===== src/rtl/status_rb_pkg.sv =====
package status_rb_pkg;
  localparam int unsigned STAT_BITS = 3;

  typedef struct packed {
    logic poll;
    logic tgl;
    logic tmr;
  } stat_t;
endpackage


===== src/rtl/srb_bus_decode.sv =====
module srb_bus_decode (
  input  logic clk_i,
  input  logic rst_ni,
  input  logic ce_ni,
  input  logic oe_ni,
  input  logic we_ni,
  output logic rd_o,
  output logic wr_o,
  output logic rd_end_o
);
  logic rd_q;

  assign rd_o = ~ce_ni & ~oe_ni & we_ni;
  assign wr_o = ~ce_ni & ~we_ni & oe_ni;

  always_ff @(posedge clk_i or negedge rst_ni) begin
    if (!rst_ni) rd_q <= 1'b0;
    else         rd_q <= rd_o;
  end

  // end of a read seen at this edge
  assign rd_end_o = rd_q & ~rd_o;
endmodule


===== src/rtl/srb_status_track.sv =====
module srb_status_track (
  input  logic clk_i,
  input  logic rst_ni,
  input  logic wr_i,
  input  logic wmsb_i,
  input  logic rd_end_i,
  input  logic busy_i,
  output logic poll_o,
  output logic tgl_o
);
  logic msb_q;
  logic tgl_q;

  always_ff @(posedge clk_i or negedge rst_ni) begin
    if (!rst_ni)   msb_q <= 1'b0;
    else if (wr_i) msb_q <= wmsb_i;
  end

  always_ff @(posedge clk_i or negedge rst_ni) begin
    if (!rst_ni)       tgl_q <= 1'b0;
    else if (!busy_i)  tgl_q <= 1'b0;
    else if (rd_end_i) tgl_q <= ~tgl_q;
  end

  assign poll_o = ~msb_q;
  assign tgl_o  = tgl_q;
endmodule


===== src/rtl/srb_read_mux.sv =====
module srb_read_mux
  import status_rb_pkg::*;
#(
  parameter int unsigned DW = 8
) (
  input  logic          rd_i,
  input  logic          busy_i,
  input  stat_t         stat_i,
  input  logic [DW-1:0] arr_data_i,
  output logic [DW-1:0] dq_o,
  output logic [DW-1:0] dq_oe_o,
  output logic          stat_vld_o
);
  localparam int unsigned STAT_LO = DW - STAT_BITS;

  logic [STAT_BITS-1:0] stat_vec;
  assign stat_vec   = {stat_i.poll, stat_i.tgl, stat_i.tmr};
  assign stat_vld_o = rd_i & busy_i;

  for (genvar b = 0; b < DW; b++) begin : g_bit
    if (b >= STAT_LO) begin : g_stat
      assign dq_o[b]    = busy_i ? stat_vec[b-STAT_LO] : arr_data_i[b];
      assign dq_oe_o[b] = rd_i;
    end else begin : g_plain
      // undriven while status is shown
      assign dq_o[b]    = busy_i ? 1'b0 : arr_data_i[b];
      assign dq_oe_o[b] = rd_i & ~busy_i;
    end
  end
endmodule


===== src/rtl/status_readback.sv =====
module status_readback
  import status_rb_pkg::*;
#(
  parameter int unsigned DW = 8
) (
  input  logic          clk_i,
  input  logic          rst_ni,
  input  logic          ce_ni,
  input  logic          oe_ni,
  input  logic          we_ni,
  input  logic [DW-1:0] wdata_i,
  input  logic [DW-1:0] arr_data_i,
  input  logic          load_active_i,
  input  logic          prog_busy_i,
  output logic [DW-1:0] dq_o,
  output logic [DW-1:0] dq_oe_o,
  output logic          stat_vld_o
);
  logic rd, wr, rd_end, busy;
  stat_t stat;

  assign busy = load_active_i | prog_busy_i;

  srb_bus_decode i_dec (
    .clk_i    (clk_i),
    .rst_ni   (rst_ni),
    .ce_ni    (ce_ni),
    .oe_ni    (oe_ni),
    .we_ni    (we_ni),
    .rd_o     (rd),
    .wr_o     (wr),
    .rd_end_o (rd_end)
  );

  srb_status_track i_trk (
    .clk_i    (clk_i),
    .rst_ni   (rst_ni),
    .wr_i     (wr),
    .wmsb_i   (wdata_i[DW-1]),
    .rd_end_i (rd_end),
    .busy_i   (busy),
    .poll_o   (stat.poll),
    .tgl_o    (stat.tgl)
  );

  // timer bit: high once loading window has closed
  assign stat.tmr = ~load_active_i;

  srb_read_mux #(.DW(DW)) i_mux (
    .rd_i       (rd),
    .busy_i     (busy),
    .stat_i     (stat),
    .arr_data_i (arr_data_i),
    .dq_o       (dq_o),
    .dq_oe_o    (dq_oe_o),
    .stat_vld_o (stat_vld_o)
  );
endmodule


===== config.mk =====
export PLATFORM = sky130hd
export DESIGN_NAME = status_readback
export DESIGN_NICKNAME = d
export VERILOG_FILES = /design/src/rtl/status_rb_pkg.sv /design/src/rtl/srb_bus_decode.sv /design/src/rtl/srb_status_track.sv /design/src/rtl/srb_read_mux.sv /design/src/rtl/status_readback.sv
export SDC_FILE = /design/constraint.sdc
export NUM_CORES = 1
export LEC_CHECK = 0
export BUFFER_PORTS_ARGS = -buffer_cell sky130_fd_sc_hd__clkbuf_2
export CAP_MARGIN = 40
export CELL_PAD_IN_SITES_DETAIL_PLACEMENT = 0
export CELL_PAD_IN_SITES_GLOBAL_PLACEMENT = 2
export CORE_AREA = 3 3 52 54
export CTS_BUF_LIST = sky130_fd_sc_hd__clkbuf_4 sky130_fd_sc_hd__clkbuf_8 sky130_fd_sc_hd__clkbuf_16
export DETAILED_ROUTE_END_ITERATION = 10
export DIE_AREA = 0 0 55 57
export MAX_ROUTING_LAYER = met4
export PLACE_DENSITY = 0.75
export SKIP_CTS_REPAIR_TIMING = 1
export SLEW_MARGIN = 5
export SYNTH_ARGS = -nofsm -noshare
export SYNTH_HDL_FRONTEND = slang
export SYNTH_SLANG_ARGS = --single-unit

===== constraint.sdc =====
create_clock -name clk_i -period 2.15 [get_ports clk_i]
set_input_delay 0.43 -clock clk_i [delete_from_list [all_inputs] [get_ports clk_i]]
set_output_delay 0.43 -clock clk_i [all_outputs]
set_load 0.02 [all_outputs]

==> flow_metrics.tcl <==
set metrics [dict create \
    place_area_um2 408 \
    syn_inst 31 \
    port_buffers 32 \
    rows 17 \
    critPathMaxFanout 5 \
    wl_per_cell_um 8.93 \
    ant_nets 0 \
    synth_simple_gate_area_frac 0.317 \
    synth_top_family_by_area "simple AND/OR/NAND/NOR gates" \
    regArea_um2 75.1 \
    grt_use_total 0.0550 \
    tightest_slew_ns 0.275 \
    path_delay_family "simple AND/OR/NAND/NOR gates" \
    grt_pass1_vias 316 \
    maxSlewViolCount 0 \
    synthXorXnorAreaFrac 0 \
    async_reset_ff_frac 1.00 \
    cts_tree "done" \
    fillCellCount 272 \
    critPathRequiredTime_ns 1.72 \
    leakagePower_nw 0.257 \
    coreArea_um2 2250 \
    synth_compound_gate_area_share 0.0594 \
    antenna_cells 0 \
    slew_headroom 0.816 \
    cap_violations 0 \
    die_h_um 57 \
    synth_area_um2 253 \
    rrSetupSlack_ns 1.21 \
    multi_input_area_um2 123 \
    insertion_delay_ns 0.23 \
    overflow 0 \
    path_clk_slew_ns 0.04 \
    hold_class "input port to register" \
    clock-sinks 3 \
    synth_edf_count 0 \
    worstPathCellList "clkbuf_2 > or3b_1 > nor3_2 > clkbuf_2" \
    drtIter0Drc 5 \
    finalSetupViolCount 0 \
    crit_buf_inv 2 \
    peakVddDrop_mv 0.219 \
    design_area_um2 448 \
    yosysWarnings 0 \
    min_period_ns 1.85 \
    cp.arrival_ns 1.42 \
    synth_top_flop_cell "dfrtp_1" \
    initial_core_util 0.112 \
    critPathKind "input port to output pin" \
    grt_pass1_wl_mm 1.23 \
    period_share 0.863 \
    outcome "completed" \
    fin_skew_ns 0.00125 \
    io_pins 40 \
    utilization 0.199 \
    ys_ff_latch 3 \
    dr.pass1.iters 2 \
    synth.area.mux_share 0.0891 \
    yosys.area_share.adder 0 \
    grt_antenna_before_repair 0 \
    routabilityCongestion 0.573 \
    nets 86 \
    vias 306 \
    drive_above_1_share 0.661 \
    avgSynthCellArea_um2 8.15 \
    critPathLaunchType "input port" \
    yosysTopAreaCellShare 0.297 \
    rsz0062_at_grt "no" \
    synth_top_cell_by_area "dfrtp_1" \
    crit_path_end_kind "output pin" \
    avgViaCountPerCell 3.40 \
    drc 0 \
    synth_area_leaders "dfrtp_1, buf_4, and2_1, mux2_1, mux2_2" \
    cts_buffers 3 \
    root_buffer "clkbuf_4" \
    die_area_um2 3140 \
    clockBufferDepth 2 \
    yosysSeqAreaShare 0.297 \
    hold_viol 0 \
    wl_um 804 \
    p_per_area_nw_per_um2 561 \
    tns_ns 0 \
    path_common_cell "clkbuf_2" \
    grt_start_max_net_pins 10 \
    dp.final_hpwl_um 708 \
    fmax_ghz 0.539 \
    slowest_stage "or3b_1" \
    total_power_mw 0.251 \
    ys_types 16 \
    syn_nets 54 \
    slowest_delay_ns 0.44 \
    htreeDepth 1 \
    area_growth_syn_to_layout_pct 77.2 \
    die_width_um 55 \
]
[worst paths after layout]
| kind | from | endpoint | cells after the start |
|---|---|---|---|
| max | ce_ni | dq_oe_o[3] | 4 |
| min | wdata_i[7] | i_trk.msb_q | 2 |
| max reg2reg | i_trk.tgl_o | i_trk.tgl_o | 2 |
| min reg2reg | i_trk.msb_q | i_trk.msb_q | 1 |
| max in group asynchronous | rst_ni | i_dec.rd_q | 2 |
| min in group asynchronous | rst_ni | i_trk.tgl_o | 2 |
[flip-flops by register name, indices dropped and copies added, names as in the netlist]
name         cells
i_dec.rd_q       1
i_trk.msb_q      1
i_trk.tgl_o      1
[metrics by stage]
stage	setup WS [ns]	std cells	hold WS, ns
2_1_floorplan	0.215	31	0.134
3_3_place_gp	0.298	85	0.229
3_5_place_dp	0.280	85	0.231
4_1_cts	0.280	89	-0.0252
5_1_grt	0.182	90	0.430
6_report	0.295	90	0.412
[area by class of cell]
class / instances / share of cell area
clock buffer: 4 / 0.0670
inverter: 2 / 0.0168
multi-input combinational: 19 / 0.274
sequential: 3 / 0.168
tap: 28 / 0.0782
timing repair buffer: 34 / 0.397
[synthesized netlist by cell type (2+ instances only)]
cell / count
and2_1: 5
nor2_1: 3
o21ai_0: 2
buf_4: 7
dfrtp_1: 3
[routing by layer]
metal  wire, um  part of all wire  global-route usage
met1        304              0.38              0.0557
met2        393              0.49              0.0912
met3        107              0.13              0.0235
met4          0                 0              0.0208
met5          0                 0                   -
[cell families after synthesis]
| group | after synthesis |
|---|---|
| AO/OA/AOI/OAI | 3 |
| buffers and inverters | 9 |
| flip-flops | 3 |
| multiplexers | 2 |
| AND/OR/NAND/NOR | 14 |
[power breakdown]
part	total, mW	switching, mW	internal [mW]
clock network	0.112	0.0302	0.0822
registers	0.0663	0.00307	0.0632
logic	0.0726	0.0407	0.0319
[cell usage in the layout (no fill, tap or decap), types with 2 or more instances in the layout]
cell      synthesis  layout
dfrtp_1           3       3
o21ai_0           2       2
nor2_1            3       3
clkbuf_2          0      32
clkbuf_4          0       4
and2_1            5       5
[worst reg2reg max path, cell delays in order (launching register included)]
cell and delay, ns:
dfrtp_1 0.37, or3_1 0.34, a21oi_1 0.14
(Power assumes the default switching activity.)
